### config.mk
export PLATFORM = sky130hd
export DESIGN_NAME = ret_stack_top
export DESIGN_NICKNAME = d
export VERILOG_FILES = /design/src/rtl/ret_stack_pkg.sv /design/src/rtl/ret_stack_ctrl.sv /design/src/rtl/ret_stack_mem.sv /design/src/rtl/ret_stack_sreg.sv /design/src/rtl/ret_stack_top.sv
export SDC_FILE = /design/constraint.sdc
export NUM_CORES = 1
export LEC_CHECK = 0
export CAP_MARGIN = 25
export CORE_MARGIN = 2
export CORE_UTILIZATION = 50
export DETAILED_ROUTE_END_ITERATION = 8
export GPL_TIMING_DRIVEN = 0
export PLACE_DENSITY = 0.73
export SLEW_MARGIN = 10
export SYNTH_ARGS = -nofsm -noshare
export SYNTH_HDL_FRONTEND = slang
export SYNTH_HIERARCHICAL = 1
export SYNTH_SLANG_ARGS = --single-unit
export TNS_END_PERCENT = 100
### constraint.sdc
create_clock -name clk -period 8.7 [get_ports clk]
set_input_delay 0.87 -clock clk [delete_from_list [all_inputs] [get_ports clk]]
set_output_delay 0.87 -clock clk [all_outputs]
set_load 0.1 [all_outputs]
### src/rtl/ret_stack_pkg.sv
package ret_stack_pkg;

  // Slot that holds the current top level; an empty stack reports the level-1 slot.
  function automatic int top_slot(input int depth, input int levels);
    return (depth == 0) ? (levels - 1) : (levels - depth);
  endfunction

  // Slot that the next accepted push fills.
  function automatic int push_slot(input int depth, input int levels);
    return levels - 1 - depth;
  endfunction

endpackage

### src/rtl/ret_stack_ctrl.sv
module ret_stack_ctrl #(
  parameter int DEPTH = 8,
  parameter int PTR_W = 3,
  parameter int CNT_W = 4
) (
  input  logic             clk,
  input  logic             rst,
  input  logic             push,
  input  logic             pop,
  output logic [PTR_W-1:0] ptr,
  output logic             wr_en,
  output logic [PTR_W-1:0] wr_slot,
  output logic [PTR_W-1:0] rd_slot,
  output logic             err_q
);
  import ret_stack_pkg::*;

  logic [CNT_W-1:0] depth_q;
  logic full, empty;
  logic ev_push, ev_ovf, ev_pop, ev_swap;

  assign full    = (depth_q == CNT_W'(DEPTH));
  assign empty   = (depth_q == '0);
  assign ev_swap = push && pop;
  assign ev_push = push && !pop && !full;
  assign ev_ovf  = push && !pop && full;
  assign ev_pop  = pop && !push && !empty;

  assign ptr     = PTR_W'(top_slot(int'(depth_q), DEPTH));
  assign rd_slot = ptr;
  assign wr_en   = ev_push || ev_swap;
  assign wr_slot = ev_swap ? ptr : PTR_W'(push_slot(int'(depth_q), DEPTH));

  always_ff @(posedge clk) begin
    if (rst) begin
      depth_q <= '0;
      err_q   <= 1'b0;
    end else begin
      if (ev_push)     depth_q <= depth_q + 1'b1;
      else if (ev_pop) depth_q <= depth_q - 1'b1;
      if (ev_ovf)      err_q   <= 1'b1;
    end
  end

  // a push on a stack holding at least one level moves the pointer down by one
  a_r2_push_down: assert property (@(posedge clk) disable iff (rst)
    (push && !pop && !full && !empty) |=> (ptr == $past(ptr) - 1'b1));
  // the first push keeps the pointer at all ones
  a_r2_first_push: assert property (@(posedge clk) disable iff (rst)
    (push && !pop && empty) |=> (ptr == '1));
  // a pop with two or more levels moves the pointer up by one
  a_r4_pop_up: assert property (@(posedge clk) disable iff (rst)
    (pop && !push && !empty && (ptr != '1)) |=> (ptr == $past(ptr) + 1'b1));
  // an overflowing push pins the pointer at zero and raises the flag
  a_r5_ovf_pin: assert property (@(posedge clk) disable iff (rst)
    (push && !pop && full) |=> (err_q && (ptr == '0)));
  // the overflow flag is sticky
  a_r6_err_sticky: assert property (@(posedge clk) disable iff (rst)
    err_q |=> err_q);
  // a simultaneous push and pop keeps the pointer
  a_r8_swap_keep: assert property (@(posedge clk) disable iff (rst)
    (push && pop) |=> $stable(ptr));
  // a simultaneous push and pop never raises the flag
  a_r8_swap_no_err: assert property (@(posedge clk) disable iff (rst)
    (push && pop && !err_q) |=> !err_q);

endmodule

### src/rtl/ret_stack_mem.sv
module ret_stack_mem #(
  parameter int DEPTH = 8,
  parameter int AW    = 11,
  parameter int PTR_W = 3
) (
  input  logic             clk,
  input  logic             rst,
  input  logic             wr_en,
  input  logic [PTR_W-1:0] wr_slot,
  input  logic [AW-1:0]    wr_data,
  input  logic [PTR_W-1:0] rd_slot,
  output logic [AW-1:0]    rd_data
);
  logic [AW-1:0] slot_q [DEPTH];

  for (genvar g = 0; g < DEPTH; g++) begin : g_slot
    always_ff @(posedge clk) begin
      if (rst)                                    slot_q[g] <= '0;
      else if (wr_en && (wr_slot == PTR_W'(g)))   slot_q[g] <= wr_data;
    end
  end

  assign rd_data = slot_q[rd_slot];

  // nothing is written at a slot index outside the stack
  a_r5_slot_range: assert property (@(posedge clk) disable iff (rst)
    wr_en |-> (int'(wr_slot) < DEPTH));

endmodule

### src/rtl/ret_stack_sreg.sv
module ret_stack_sreg #(
  parameter int AW      = 11,
  parameter int PTR_W   = 3,
  parameter int REG_W   = 8,
  parameter int GIE_BIT = 7
) (
  input  logic             clk,
  input  logic             rst,
  input  logic             gie_we,
  input  logic             gie_d,
  input  logic [PTR_W-1:0] ptr,
  input  logic             pop_en,
  input  logic [AW-1:0]    pop_data,
  output logic [AW-1:0]    pop_addr_q,
  output logic [REG_W-1:0] reg_o
);
  logic gie_q;

  always_ff @(posedge clk) begin
    if (rst) begin
      gie_q      <= 1'b0;
      pop_addr_q <= '0;
    end else begin
      if (gie_we) gie_q      <= gie_d;
      if (pop_en) pop_addr_q <= pop_data;
    end
  end

  always_comb begin
    reg_o              = '0;
    reg_o[PTR_W-1:0]   = ptr;
    reg_o[GIE_BIT]     = gie_q;
  end

  // the enable bit only changes on its own strobe
  a_r9_gie_hold: assert property (@(posedge clk) disable iff (rst)
    !gie_we |=> $stable(gie_q));
  // the popped address only changes on a pop
  a_r10_pop_hold: assert property (@(posedge clk) disable iff (rst)
    !pop_en |=> $stable(pop_addr_q));

endmodule

### src/rtl/ret_stack_top.sv
module ret_stack_top #(
  parameter int DEPTH   = 8,
  parameter int AW      = 11,
  parameter int REG_W   = 8,
  parameter int GIE_BIT = 7
) (
  input  logic                       clk,
  input  logic                       rst,
  input  logic                       push_i,
  input  logic [AW-1:0]              push_addr_i,
  input  logic                       pop_i,
  input  logic                       gie_we_i,
  input  logic                       gie_d_i,
  output logic [AW-1:0]              pop_addr_o,
  output logic [$clog2(DEPTH)-1:0]   stk_ptr_o,
  output logic [REG_W-1:0]           stk_reg_o,
  output logic                       ovf_err_o
);
  localparam int PTR_W = $clog2(DEPTH);
  localparam int CNT_W = $clog2(DEPTH + 1);

  logic             wr_en;
  logic [PTR_W-1:0] wr_slot, rd_slot, ptr;
  logic [AW-1:0]    rd_data;

  ret_stack_ctrl #(.DEPTH(DEPTH), .PTR_W(PTR_W), .CNT_W(CNT_W)) u_ctrl (
    .clk(clk), .rst(rst), .push(push_i), .pop(pop_i), .ptr(ptr),
    .wr_en(wr_en), .wr_slot(wr_slot), .rd_slot(rd_slot), .err_q(ovf_err_o)
  );

  ret_stack_mem #(.DEPTH(DEPTH), .AW(AW), .PTR_W(PTR_W)) u_mem (
    .clk(clk), .rst(rst), .wr_en(wr_en), .wr_slot(wr_slot),
    .wr_data(push_addr_i), .rd_slot(rd_slot), .rd_data(rd_data)
  );

  ret_stack_sreg #(.AW(AW), .PTR_W(PTR_W), .REG_W(REG_W), .GIE_BIT(GIE_BIT)) u_sreg (
    .clk(clk), .rst(rst), .gie_we(gie_we_i), .gie_d(gie_d_i), .ptr(ptr),
    .pop_en(pop_i), .pop_data(rd_data), .pop_addr_q(pop_addr_o), .reg_o(stk_reg_o)
  );

  assign stk_ptr_o = ptr;

  // the pointer reads all ones right after reset
  a_r1_reset_ptr: assert property (@(posedge clk)
    $past(rst) |-> (stk_ptr_o == '1 && !ovf_err_o));
  // the pointer field of the status word mirrors the pointer output
  a_r9_reg_ptr: assert property (@(posedge clk) disable iff (rst)
    gie_we_i |=> (stk_reg_o[PTR_W-1:0] == $past(stk_ptr_o) || $past(push_i || pop_i)));

endmodule

## After elaboration in Yosys (flattened, before gate mapping)

Memories as Yosys holds them, arrays and structs flattened. A register that Yosys moved wholly into a read port is not among the register bits.
Index checks and enable logic that the tools add are counted.
Widths: inputs -> output; s select.

- $add $sub $neg: 4
- Equal/unequal tests: 8
- Mux-type cells: 38
- Bitwise gates (word level): 8
- Reduce and logical (&&, ||, !) cells: 23

Operators with widths:

| kind | number |
|---|---|
| $mux 11 | 8 |
| $mux 1 | 26 |
| $logic_and 1x1->1 | 14 |
| $eq 3x3->1 const B | 4 |
| $logic_not 4->1 | 2 |
| $mux 4 | 2 |
| $or 1x1->1 | 8 |
| $eq 3x2->1 const B | 2 |
| $mux 3 | 2 |
| $add 4x1->4 const B | 1 |
| $eq 4x4->1 const B | 1 |
| $logic_not 1->1 | 4 |
| $sub 4x1->4 const B | 1 |
| $eq 3x1->1 const B | 1 |
| $logic_not 3->1 | 1 |
| $sub 1x3->3 const A | 1 |
| $sub 3x3->3 const A | 1 |
| $reduce_bool 2->1 | 1 |
| $logic_or 1x1->1 | 1 |

- Register bits after elaboration: 6
- Memory bits (writable): 88
- Input bits: 17
- Word-level logic and storage cells: 85
- Memories kept: 1

Memory list:

| name | words | width | read ports | clocked after memory_dff | wr ports | RTL line | source |
|---|---|---|---|---|---|---|---|
| u_mem.slot_q | 8 | 11 | 1 | 1 | 8 | ret_stack_mem.sv:14 | `logic [AW-1:0] slot_q [DEPTH];` |

## Longest topological paths before layout

Gate-level depths: netlist of run 1.

- Word-level depth: 9
- Gate-level depth with buffers: 10

## Hierarchy

Netlist of run 1, hierarchy kept.

Modules (own cells, without submodules):

| module | instances | cells an instance | area an instance (um^2) | seq. area each (um^2) |
|---|---|---|---|---|
| ret_stack_mem | 1 | 261 | 4,075.2 | 2,642.5 |
| ret_stack_sreg | 1 | 47 | 484.2 | 240.2 |
| ret_stack_ctrl | 1 | 53 | 454.2 | 100.1 |

## Worst setup path after synthesis of run 1

OpenSTA, ideal clock, no wires.

- Path kind: flip-flop to flip-flop
- Start point: reg u_ctrl.depth_q[0]
- End point: reg u_sreg.pop_addr_q[0] (read register of u_mem.slot_q)
- Setup time: 128 ps
- Arrival time: 4,593 ps
- Required time: 8,572 ps
- Setup slack: 3,979 ps
- Cell stages (with the launch flop): 11
- Clock period less this slack: 4,721 ps
- Cells stage by stage: dfxtp_1 inv_1 ha_1 or2b_1 o21ai_0 buf_4 buf_6 mux4_1 mux2_2 mux2i_1 nor2_1

- Word-level cells in the longest chain between the ends: 2
- Elaborated cells on any way between the ends: 3
- Those cells by class: 1 x add/sub; 1 x mux; 1 x reduce/logical

RTL lines:

| what | RTL line | source |
|---|---|---|
| from (decl) | ret_stack_ctrl.sv:18 | `logic [CNT_W-1:0] depth_q;` |
| from (signal assigned) | ret_stack_ctrl.sv:39 | `if (ev_push) depth_q <= depth_q + 1'b1;` |
| from (signal assigned) | ret_stack_ctrl.sv:40 | `else if (ev_pop) depth_q <= depth_q - 1'b1;` |
| $sub 1x3->3 or $logic_not 4->1 (tied branches) | ret_stack_pkg.sv:5 | `return (depth == 0) ? (levels - 1) : (levels - depth);` |
| $mux 3 (*) | ret_stack_pkg.sv:5 |  |
| named net stk_ptr_o[0] | ret_stack_top.sv:15 | `output logic [$clog2(DEPTH)-1:0] stk_ptr_o,` |
| to (decl) | ret_stack_sreg.sv:14 | `output logic [AW-1:0] pop_addr_q,` |

The timed path passes the listed nets; every way through them passes the cells marked *.
A chain may end at the register's enable or synchronous reset.

## Worst setup path in the final report of run 1

- Start point: reg u_ctrl.depth_q[0]
- End point: out stk_reg_o[2]

- Word-level cells in the longest chain between the ends: 2
- Elaborated cells on any way between the ends: 3
- Those cells by class: 1 x add/sub; 1 x mux; 1 x reduce/logical

RTL lines:

| what | RTL line | source |
|---|---|---|
| $sub 1x3->3 or $logic_not 4->1 (tied branches) | ret_stack_pkg.sv:5 |  |
| $mux 3 (*) | ret_stack_pkg.sv:5 |  |
| to (decl) | ret_stack_top.sv:16 | `output logic [REG_W-1:0] stk_reg_o,` |

Mark *: on every way between the ends. The rest lies on a longest branch, timed or not.

==> impl_results.rst, run 1 <==
.. list-table::
   :header-rows: 1

   * - Metric
     - Value
   * - Data required time at the worst endpoint
     - 7.83 ns
   * - Residual overflow from global routing
     - 0
   * - Gate count after technology mapping
     - 361
   * - Worst setup margin
     - 4.81 ns
   * - Shortest period the worst path allows
     - 3.89 ns
   * - Post-synthesis sequential element count
     - 105
   * - Area share of the largest cell type after synthesis
     - 52.7%
   * - Placement Rows
     - 36
   * - Via count of the first global-routing pass
     - 3357
   * - Maximum number of pins on one net before global-route repair
     - 20
   * - Most frequent cells in the layout
     - nor3_1 (90), edfxtp_1 (88), clkdlybuf4s50_1 (34)
   * - Total clock sinks
     - 105
   * - Count of flip-flops with a built-in enable after synthesis
     - 88
   * - HP Class
     - reg -> reg
   * - Number of hold violations in the final report
     - 0
   * - Final critical-path share of the clock period
     - 44.7%
   * - Share of total power in sequential cells
     - 31.9%
   * - Number of fill cells in the layout
     - 802
   * - M1 GR Usage
     - 29.6%
   * - Most frequent standard cell in the layout excluding fill and tap cells
     - nor3_1
   * - Area of the die
     - 10800 um2
   * - Type of element capturing the critical path
     - output port
   * - Pre-Repair DR Iteration Count
     - 6
   * - Post-CTS Setup Repair Bufs
     - 0
   * - Final antenna-violating net count
     - 0
   * - Maximum count of clock buffers along a single path
     - 2
   * - Max Slew Vio Count
     - 0
   * - Die Y-Extent
     - 104 um
   * - Result of the run
     - finished, final reports clean
   * - Final Skew
     - 0.0129 ns
   * - Routability Congestion
     - 0.833
   * - Total of cells resized after clock tree synthesis
     - 0
   * - Wire length per cell
     - 20.5 um
   * - Number of levels the H-tree was split into
     - 3
   * - Power density cells
     - 364 nW/um2
   * - Synth Cell Area
     - 5010 um2
   * - Wire length of the first global-routing pass
     - 17.8 mm
   * - Max-capacitance violation count
     - 0
   * - Part of the total power dissipated in combinational logic
     - 54.3%
   * - TritonCTS clock tree
     - yes
   * - Number of antenna violations at the first check in global routing
     - 0
   * - Clock power frac
     - 13.8%
   * - Top post-synthesis cells by area
     - edfxtp_1 (53%), mux4_1 (12%), nor3_1 (9.0%)
   * - Clock slew seen by the registers of the worst setup and hold paths
     - 0.11 ns
   * - Proportion of register bits with asynchronous set or reset after synthesis
     - 0%
   * - Main combinational cell family by area after synthesis
     - multiplexers
   * - Wire length after detailed routing
     - 11.4 mm
   * - Setup repair after global routing missed its margin
     - no
   * - Ys flop type
     - edfxtp_1
   * - Most heavily used metal layer in global routing
     - met2
   * - Area growth from synthesis to layout
     - 15.3%
   * - Number of warnings issued by yosys
     - 6
   * - Count of endpoints failing setup in the final report
     - 0
   * - Number of buffers inserted for hold repair after clock tree synthesis
     - 0
   * - Layout cell share with drive strength beyond 1
     - 14.7%
   * - Adder-cell area share of the yosys netlist
     - 1.15%
   * - Port-buffer cells
     - 34
   * - Cell internal power dissipation
     - 1.15 mW
   * - Library cell with the largest summed area after synthesis
     - edfxtp_1
   * - Worst Max-Slew Pin Slew
     - 0.973 ns
   * - Worst slack, placed
     - 4.64 ns
   * - Drt initial violations
     - 208
   * - Top achievable clock speed
     - 0.257 GHz
   * - Sum Neg Setup Slack
     - 0 ns
   * - Root cell of the clock tree
     - clkbuf_8
   * - Global-route total usage across every layer
     - 21.9%
   * - Synth cell types
     - 38
   * - Via-to-Cell Ratio
     - 5.81
   * - Worst slew slack as a fraction of its limit
     - 35.0%
   * - Post-synthesis compound-gate area fraction
     - 2.60%
   * - Met3 usage
     - 3.51%
   * - Cell leakage power
     - 2.11 nW
   * - Initial standard-cell utilization of the core
     - 51.3%
   * - Horizontal die dimension
     - 104 um
   * - Layout Nets
     - 438
   * - Total number of vias
     - 3225
   * - Number of ports placed on the die boundary
     - 40
   * - Switching component of the power
     - 0.955 mW
   * - DRC violations left
     - 0
   * - Type of the worst setup path
     - reg -> out
   * - Switching fraction of total power
     - 45.4%
   * - Number of diodes
     - 0
   * - Mean area per synthesized cell
     - 13.9 um2
   * - Post-synthesis share of cell area spent on and, or, nand and nor gates
     - 12.9%
   * - Largest fanout on the critical path
     - 6
   * - Clock latency at the later pin of the worst-skew pair
     - 0.38 ns
   * - Peak supply drop
     - 0.195 mV
   * - Data arrival at the endpoint of the critical path
     - 3.02 ns
   * - Mux cell area share after synthesis
     - 17.0%
   * - Portion of the post-synthesis area used by sequential elements
     - 59.5%
   * - Num CTS Buffers
     - 9
   * - Final HPWL from detailed placement
     - 7.93 mm
   * - XOR/XNOR share of the synthesized area
     - 0.699%
   * - Startpoint kind of the worst setup timing path
     - flip-flop
   * - Area of the core
     - 9770 um2
   * - Met2 layer usage reported by global route
     - 34.6%
through the flow:
step                cells  hold WS, ns  utilization [%]  total power [mW]  area, um2
global placement      531        0.459             56.6              1.78       5530
finish                555        0.485             59.1              2.10       5780
CTS                   555        0.488             59.1              2.10       5780
floorplan             364        0.462                -              1.54       5020
detailed placement    539        0.464             57.2              1.82       5590
global route          555        0.505             59.1              2.19       5780
cell usage after synthesis, types with 3 or more instances:
cell / n
buf_6: 8
edfxtp_1: 88
nor2_1: 17
o21bai_1: 8
dfxtp_1: 17
xnor2_1: 4
mux2i_1: 13
ha_1: 3
mux4_1: 22
clkinv_1: 11
clkbuf_1: 17
nand2_1: 7
buf_4: 11
nor3_1: 90
nand2b_1: 3
a21oi_1: 4
mux2_2: 11
registers in the layout, summed over array words and instances, names as in the netlist:
signal,flops
u_sreg/pop_addr_q,11
u_mem/slot_q,88
u_sreg/gie_q,1
u_ctrl/err_q,1
u_ctrl/depth_q,4
critical path, cell delays in order (launching register included):
cell and delay [ns]:
dfxtp_1 0.48, inv_1 0.10, ha_1 0.23, and2b_2 0.24, a21oi_1 0.31, buf_4 0.17, clkdlybuf4s50_1 1.11
area by class of cell:
cell class              count  area, um2  area share, %
clock inverters             6       61.3           1.06
flip-flops and latches    105       2980           51.6
multi-input cells         206       1740           30.1
inverters                  13       48.8          0.844
repair buffers             42        400           6.93
well taps                 133        166           2.88
plain buffers              40        254           4.39
clock buffers              10        128           2.21
final timing paths:
| path | from | endpoint | slack [ns] | cells after the start |
|---|---|---|---|---|
| setup / recovery | u_ctrl/depth_q[0] | stk_reg_o[2] | 4.81 | 6 |
| hold / removal | u_ctrl/err_q | u_ctrl/err_q | 0.49 | 2 |
| setup reg to reg | u_ctrl/depth_q[0] | u_mem/slot_q[2][0] | 5.25 | 11 |
| hold reg to reg | u_ctrl/err_q | u_ctrl/err_q | 0.49 | 2 |
power by group through the flow:
stage | logic [mW] | clock network [mW] | registers [mW]
floorplan | 0.704 | 0 | 0.835
global placement | 1.11 | 0 | 0.677
detailed placement | 1.13 | 0 | 0.682
CTS | 1.14 | 0.294 | 0.671
global route | 1.20 | 0.316 | 0.679
finish | 1.14 | 0.291 | 0.670
kinds of logic (layout without fill, tap and decap cells):
| group | Yosys count | in the layout |
|---|---|---|
| compound gates | 19 | 19 |
| flops | 105 | 105 |
| xor+xnor | 4 | 4 |
| other cells | 1 | 4 |
| fa+ha+maj | 4 | 4 |
| simple gates | 128 | 128 |
| mux | 47 | 47 |
| buf+inv | 53 | 111 |
layer usage:
layer  vias up  share of wire (%)
li1       1483                  -
met1      1578                 42
met2       143                 50
met3        21                5.9
met4         0                1.9
met5         -                  0
No activity file was read; power rests on OpenSTA's default activity.
==> run 2: changes to the inputs <==
--- a/config.mk
+++ b/config.mk
@@ -10,7 +10,7 @@
 export CORE_UTILIZATION = 50
 export DETAILED_ROUTE_END_ITERATION = 8
 export GPL_TIMING_DRIVEN = 0
-export PLACE_DENSITY = 0.73
+export PLACE_DENSITY = 0.76
 export SLEW_MARGIN = 10
 export SYNTH_ARGS = -nofsm -noshare
 export SYNTH_HDL_FRONTEND = slang
==> constraint.sdc (replaced) <==
create_clock -name clk -period 3.4 [get_ports clk]
set_input_delay 0.34 -clock clk [delete_from_list [all_inputs] [get_ports clk]]
set_output_delay 0.34 -clock clk [all_outputs]
set_load 0.1 [all_outputs]
==> run 2 against run 1 <==
Effect of this change:
- combinational power rose to 2.6 times the previous value
- routed wire length down 2.9%
- power rose to 2.6 times the previous value
- clock skew down 0.0014 ns
- critical path type unchanged
- critical endpoint unchanged
- largest power group unchanged
==> impl_results.rst, run 2 (synthesized netlist as in run 1, its figures left out) <==
.. list-table::
   :header-rows: 1

   * - Metric
     - Value
   * - Maximum count of clock buffers along a single path
     - 2 (unchanged)
   * - Initial standard-cell utilization of the core
     - 51.3% (unchanged)
   * - Most flops, register
     - u_mem/slot_q
   * - Routability Congestion
     - 0.851 (+2.2%)
   * - Most frequent cells in the layout
     - nor3_1 (90), edfxtp_1 (88), clkdlybuf4s50_1 (34)
   * - Placed Cells incl. Taps
     - 539 (unchanged)
   * - Data arrival at the endpoint of the critical path
     - 2.94 ns (-0.08 ns)
   * - Num CTS Buffers
     - 9 (unchanged)
   * - Setup repair after global routing missed its margin
     - yes
   * - Number of buffers inserted for hold repair after clock tree synthesis
     - 0 (unchanged)
   * - HP Class
     - in -> reg
   * - Number of levels the H-tree was split into
     - 3 (unchanged)
   * - Worst Max-Slew Pin Slew
     - 0.969 ns (-0.00320 ns)
   * - Post-route core utilization
     - 59.4% (+0.26 points)
   * - Number of ports placed on the die boundary
     - 40 (unchanged)
   * - Type of element capturing the critical path
     - output port
   * - Drt initial violations
     - 278 (+34%)
   * - Total chip power
     - 5.38 mW (+160%)
   * - Power density cells
     - 927 nW/um2 (+150%)
   * - Pre-Repair DR Iteration Count
     - 5 (-1)
   * - Final Skew
     - 0.0114 ns (-0.00143 ns)
   * - Startpoint kind of the worst setup timing path
     - flip-flop
   * - Via count of the first global-routing pass
     - 3166 (-5.7%)
   * - Flip-flop count of the largest register after layout
     - 88 (unchanged)
   * - Number of hold violations in the final report
     - 0 (unchanged)
   * - Met2 layer usage reported by global route
     - 34.4% (-0.28 points)
   * - Multi-input logic area
     - 1770 um2 (+1.7%)
   * - Clock slew seen by the registers of the worst setup and hold paths
     - 0.10 ns (about the same)
   * - Die Y-Extent
     - 104 um (unchanged)
   * - Placement Rows
     - 36 (unchanged)
   * - M1 GR Usage
     - 28.8% (-0.81 points)
   * - Horizontal die dimension
     - 104 um (unchanged)
   * - Largest fanout on the critical path
     - 6 (unchanged)
   * - Maximum number of pins on one net before global-route repair
     - 20 (unchanged)
   * - Port-buffer cells
     - 34 (unchanged)
   * - Type of the worst setup path
     - reg -> out
   * - TritonCTS clock tree
     - yes
   * - Worst slew slack as a fraction of its limit
     - 35.2% (+0.21 points)
   * - Post-Route Hold Slack
     - 0.444 ns (-0.0418 ns)
   * - Final critical-path share of the clock period
     - 96.6%
   * - Total clock sinks
     - 105 (unchanged)
   * - Met3 usage
     - 2.63% (-0.88 points)
   * - Most frequent standard cell in the layout excluding fill and tap cells
     - nor3_1
   * - Max-capacitance violation count
     - 0 (unchanged)
   * - Via-to-Cell Ratio
     - 5.78 (-0.50%)
   * - Shortest period the worst path allows
     - 3.28 ns
   * - Register area
     - 2980 um2 (unchanged)
   * - Final antenna-violating net count
     - 0 (unchanged)
   * - Result of the run
     - finished, final reports clean
   * - Root cell of the clock tree
     - clkbuf_8
   * - Total number of vias
     - 3209 (-0.50%)
   * - Number of antenna violations at the first check in global routing
     - 0 (unchanged)
   * - Wire length per cell
     - 19.9 um (-2.9%)
   * - Worst slack, placed
     - 0.0202 ns (-4.62 ns)
   * - Layout cell share with drive strength beyond 1
     - 16.6% (+1.9 points)
   * - Top achievable clock speed
     - 0.305 GHz
   * - Total of cells resized after clock tree synthesis
     - 0 (unchanged)
   * - Number of non-filler instances in the completed layout
     - 555 (unchanged)
   * - Residual overflow from global routing
     - 0 (unchanged)
   * - Max Slew Vio Count
     - 0 (unchanged)
   * - Number of diodes
     - 0 (unchanged)
   * - Global-route total usage across every layer
     - 21.2% (-0.67 points)
   * - Post-CTS Setup Repair Bufs
     - 0 (unchanged)
   * - Wire length after detailed routing
     - 11.0 mm (-2.9%)
   * - Data required time at the worst endpoint
     - 3.06 ns (-4.77 ns)
   * - Clock latency at the later pin of the worst-skew pair
     - 0.37 ns (about the same)
   * - Layout Nets
     - 438 (unchanged)
   * - Most heavily used metal layer in global routing
     - met2
   * - Cell leakage power
     - 2.13 nW (+0.77%)
   * - Final HPWL from detailed placement
     - 7.66 mm (-3.4%)
   * - Area of the die
     - 10800 um2 (unchanged)
   * - Area of the core
     - 9770 um2 (unchanged)
   * - Worst setup margin
     - 0.117 ns (-4.69 ns)
   * - Number of fill cells in the layout
     - 785 (-2.1%)
   * - Count of endpoints failing setup in the final report
     - 0 (unchanged)
   * - DRC violations left
     - 0 (unchanged)
   * - Area growth from synthesis to layout
     - 15.8%
   * - Top Registers
     - u_mem/slot_q: 88 flops, u_sreg/pop_addr_q: 11 flops, u_ctrl/depth_q: 4 flops
   * - Peak supply drop
     - 0.485 mV (+150%)
   * - Wire length of the first global-routing pass
     - 17.3 mm (-3.2%)
-- run 2: where the power goes --
part           internal, mW  switching (mW)
Combinational          1.04            1.90
Clock                 0.281           0.458
Sequential             1.63          0.0821
Total                  2.95            2.44
-- run 2: final timing paths --
check             depth (start not counted)                 end  slack [ns]              start
setup / recovery                          6        stk_reg_o[2]        0.12  u_ctrl/depth_q[0]
hold / removal                            4        u_ctrl/err_q        0.44             push_i
setup reg to reg                         10  u_mem/slot_q[3][2]        0.15  u_ctrl/depth_q[0]
hold reg to reg                           2        u_ctrl/err_q        0.47       u_ctrl/err_q
-- run 2: final cells by class --
cell class              count  share of cell area [%]
inverters                  13                   0.841
clock inverters             7                    1.01
well taps                 133                    2.87
multi-input cells         206                    30.5
clock buffers               9                    2.13
plain buffers              40                    4.40
repair buffers             42                    6.90
flip-flops and latches    105                    51.4
-- run 2: worst max-delay path, cell delays in order (launching register included) --
cell and delay, ns:
dfxtp_1 0.49, inv_1 0.12, ha_1 0.24, and2b_2 0.26, a21oi_4 0.22, buf_4 0.14
clkdlybuf4s50_1 1.11
-- run 2: per-layer routing --
| layer | share of wire [%] | vias up | wire (um) |
|---|---|---|---|
| li1 | - | 1479 | - |
| met1 | 41 | 1558 | 4580 |
| met2 | 49 | 153 | 5440 |
| met3 | 7.4 | 19 | 820 |
| met4 | 1.8 | 0 | 195 |
| met5 | 0 | - | 0 |
-- run 2: through the flow --
step	area [um2]	setup TNS, ns
after floorplan	5040	0
after global placement	5550	-9.45
after detailed placement	5610	0
after CTS	5790	0
after global routing	5810	-0.0522
final	5810	0
==> run 3: changes to the inputs <==
--- a/config.mk
+++ b/config.mk
@@ -10,7 +10,8 @@
 export CORE_UTILIZATION = 50
 export DETAILED_ROUTE_END_ITERATION = 8
 export GPL_TIMING_DRIVEN = 0
-export PLACE_DENSITY = 0.76
+export PLACE_DENSITY = 0.73
+export RECOVER_POWER = 25
 export SLEW_MARGIN = 10
 export SYNTH_ARGS = -nofsm -noshare
 export SYNTH_HDL_FRONTEND = slang
==> constraint.sdc (replaced) <==
create_clock -name clk -period 3.32 [get_ports clk]
set_input_delay 0.332 -clock clk [delete_from_list [all_inputs] [get_ports clk]]
set_output_delay 0.332 -clock clk [all_outputs]
set_load 0.1 [all_outputs]
==> run 3 against run 2 <==
Effect of this change:
- non-clock buffer count is the same
- largest power group unchanged
- power rose by 1.8%
- routed wire length fell by 0.46%
- critical endpoint is now stk_ptr_o[1]
- die area unchanged
==> impl_results.rst, run 3 (synthesized netlist as in run 1, its figures left out) <==
.. list-table::
   :header-rows: 1

   * - Metric
     - Value
   * - Residual overflow from global routing
     - 0 (unchanged)
   * - Placed Cells incl. Taps
     - 539 (unchanged)
   * - Type of element capturing the critical path
     - output port
   * - FF-to-FF End
     - u_mem/slot_q[2][0]
   * - Wire length per cell
     - 19.8 um (-0.46%)
   * - Setup repair after global routing missed its margin
     - no
   * - Final Skew
     - 0.0209 ns (+0.00949 ns)
   * - Most flops, register
     - u_mem/slot_q
   * - Number of diodes
     - 0 (unchanged)
   * - Placement Rows
     - 36 (unchanged)
   * - Maximum count of clock buffers along a single path
     - 2 (unchanged)
   * - Setup slack, reg-to-reg
     - 0.27 ns (+0.12 ns)
   * - Pre-Repair DR Iteration Count
     - 5 (unchanged)
   * - Placed cell areas
     - 5620 um2 (+0.20%)
   * - Layout Nets
     - 438 (unchanged)
   * - FF-to-FF path depth
     - 11 (+1)
   * - HP Start
     - push_i
   * - Area growth from synthesis to layout
     - 15.5%
   * - Area of the core
     - 9770 um2 (unchanged)
   * - TritonCTS clock tree
     - yes
   * - Final critical-path share of the clock period
     - 94.7%
   * - Data arrival at the endpoint of the critical path
     - 2.81 ns (-0.13 ns)
   * - Flip-flop count of the largest register after layout
     - 88 (unchanged)
   * - Maximum number of pins on one net before global-route repair
     - 20 (unchanged)
   * - Initial standard-cell utilization of the core
     - 51.3% (unchanged)
   * - Total chip power
     - 5.48 mW (+1.8%)
   * - Die Y-Extent
     - 104 um (unchanged)
   * - Number of antenna violations at the first check in global routing
     - 0 (unchanged)
   * - Cell leakage power
     - 2.17 nW (+2.0%)
   * - Startpoint kind of the worst setup timing path
     - flip-flop
   * - Register area
     - 2980 um2 (unchanged)
   * - Routability Congestion
     - 0.849 (-0.21%)
   * - Type of the worst setup path
     - reg -> out
   * - Largest fanout on the critical path
     - 6 (unchanged)
   * - Peak supply drop
     - 0.528 mV (+8.8%)
   * - Worst slew slack as a fraction of its limit
     - 34.1% (-1.1 points)
   * - Number of ports placed on the die boundary
     - 40 (unchanged)
   * - Drt initial violations
     - 323 (+16%)
   * - Result of the run
     - finished, final reports clean
   * - Via count of the first global-routing pass
     - 3119 (-1.5%)
   * - Power density cells
     - 946 nW/um2 (+2.0%)
   * - Setup crit end
     - stk_ptr_o[1]
   * - Data required time at the worst endpoint
     - 2.99 ns (-0.07 ns)
   * - Top achievable clock speed
     - 0.318 GHz
   * - Layout cell share with drive strength beyond 1
     - 15.6% (-0.95 points)
   * - Worst Max-Slew Pin Slew
     - 0.986 ns (+0.0166 ns)
   * - Root cell of the clock tree
     - clkbuf_8
   * - Post-route core utilization
     - 59.3% (-0.14 points)
   * - Total clock sinks
     - 105 (unchanged)
   * - Count of endpoints failing setup in the final report
     - 0 (unchanged)
   * - HP Class
     - in -> reg
   * - Final HPWL from detailed placement
     - 7.74 mm (+1.1%)
   * - Final non-filler cell area
     - 5790 um2 (-0.24%)
   * - Number of hold violations in the final report
     - 0 (unchanged)
   * - Clock slew seen by the registers of the worst setup and hold paths
     - 0.10 ns (about the same)
   * - Most frequent cells in the layout
     - nor3_1 (90), edfxtp_1 (88), mux4_1 (22)
   * - Total number of vias
     - 3209 (unchanged)
   * - Wire length of the first global-routing pass
     - 17.3 mm (+0.16%)
   * - Clock latency at the later pin of the worst-skew pair
     - 0.39 ns (+0.02 ns)
   * - Top Registers
     - u_mem/slot_q: 88 flops, u_sreg/pop_addr_q: 11 flops, u_ctrl/depth_q: 4 flops
   * - Source of the critical timing path
     - u_ctrl/depth_q[0]
   * - Post-CTS Setup Repair Bufs
     - 0 (unchanged)
   * - Horizontal die dimension
     - 104 um (unchanged)
   * - Shortest period the worst path allows
     - 3.14 ns
   * - Multi-input logic area
     - 1770 um2 (about the same)
   * - Most frequent standard cell in the layout excluding fill and tap cells
     - nor3_1
   * - DRC violations left
     - 0 (unchanged)
   * - Number of fill cells in the layout
     - 811 (+3.3%)
   * - Global-route total usage across every layer
     - 21.3% (+0.096 points)
   * - Area of the die
     - 10800 um2 (unchanged)
   * - Final antenna-violating net count
     - 0 (unchanged)
   * - Max-capacitance violation count
     - 0 (unchanged)
   * - Via-to-Cell Ratio
     - 5.78 (unchanged)
   * - Wire length after detailed routing
     - 11.0 mm (-0.46%)
   * - Number of levels the H-tree was split into
     - 3 (unchanged)
   * - Num CTS Buffers
     - 9 (unchanged)
   * - Port-buffer cells
     - 34 (unchanged)
   * - Number of non-filler instances in the completed layout
     - 555 (unchanged)
   * - Max Slew Vio Count
     - 0 (unchanged)
   * - Crit Reg-Reg Startpoint
     - u_ctrl/depth_q[0]
## run 3: cell types whose count changed in the layout (fill, tap and decap cells not counted), moves of 2 or more
cell / before / now
clkdlybuf4s50_1: 34 / 18
dlygate4sd3_1: 0 / 14
clkbuf_1: 16 / 20
buf_4: 19 / 16
o21bai_1: 4 / 1
o21bai_2: 4 / 7
clkbuf_2: 1 / 3
dlymetal6s2s_1: 0 / 2
## run 3: worst max-delay path, cell delays in order (launching register included)
cell             delay, ns
dfxtp_1               0.39
inv_1                 0.11
ha_1                  0.18
or2b_1                0.28
nor2_1                0.17
or2_2                 0.17
clkdlybuf4s50_1       1.13
## run 3: how the worst min path moves through the flow
stage                   endpoint  slack (ns)  cells past startpoint
2_1_floorplan  u_ctrl/depth_q[3]        0.40                      1
3_3_place_gp        u_ctrl/err_q        0.46                      2
3_5_place_dp        u_ctrl/err_q        0.47                      2
4_1_cts        u_ctrl/depth_q[2]        0.42                      5
5_1_grt             u_ctrl/err_q        0.49                      4
6_report            u_ctrl/err_q        0.43                      4
## run 3: power by group
group	internal [mW]	total (mW)	switching (mW)	leakage, nW
clock	0.291	0.757	0.466	0.0942
sequential	1.67	1.75	0.0814	1.06
combinational	1.03	2.97	1.94	1.02
total	2.99	5.48	2.49	2.17
## run 3: metal layers
metal,wire [um],share of wire (%),GRT usage (%)
met2,5410,49,33.0
met3,908,8.3,3.63
met5,0,0,0
met4,192,1.7,7.43
met1,4480,41,30.7
## run 3: area by class of cell
type                    instances  area share (%)
flip-flops and latches        105            51.5
multi-input cells             206            30.5
repair buffers                 42            7.19
plain buffers                  40            3.91
well taps                     133            2.87
clock buffers                  10            2.20
clock inverters                 6           0.951
inverters                      13           0.843
## run 3: per-stage QoR
| step | hold WS [ns] | worst slack [ns] | setup TNS, ns |
|---|---|---|---|
| 2_1_floorplan | 0.396 | 0.0623 | 0 |
| 3_3_place_gp | 0.455 | -0.345 | -17.34 |
| 3_5_place_dp | 0.467 | -0.104 | -1.31 |
| 4_1_cts | 0.421 | 0.0253 | 0 |
| 5_1_grt | 0.487 | 0.0298 | 0 |
| 6_report | 0.433 | 0.176 | 0 |
## run 3: repair_timing
action,CTS,global route
hold endpoints to repair,0,0
pin swaps,0,0
endpoints found under the setup margin,11,45
hold buffers,0,0
gates resized for setup,2,13
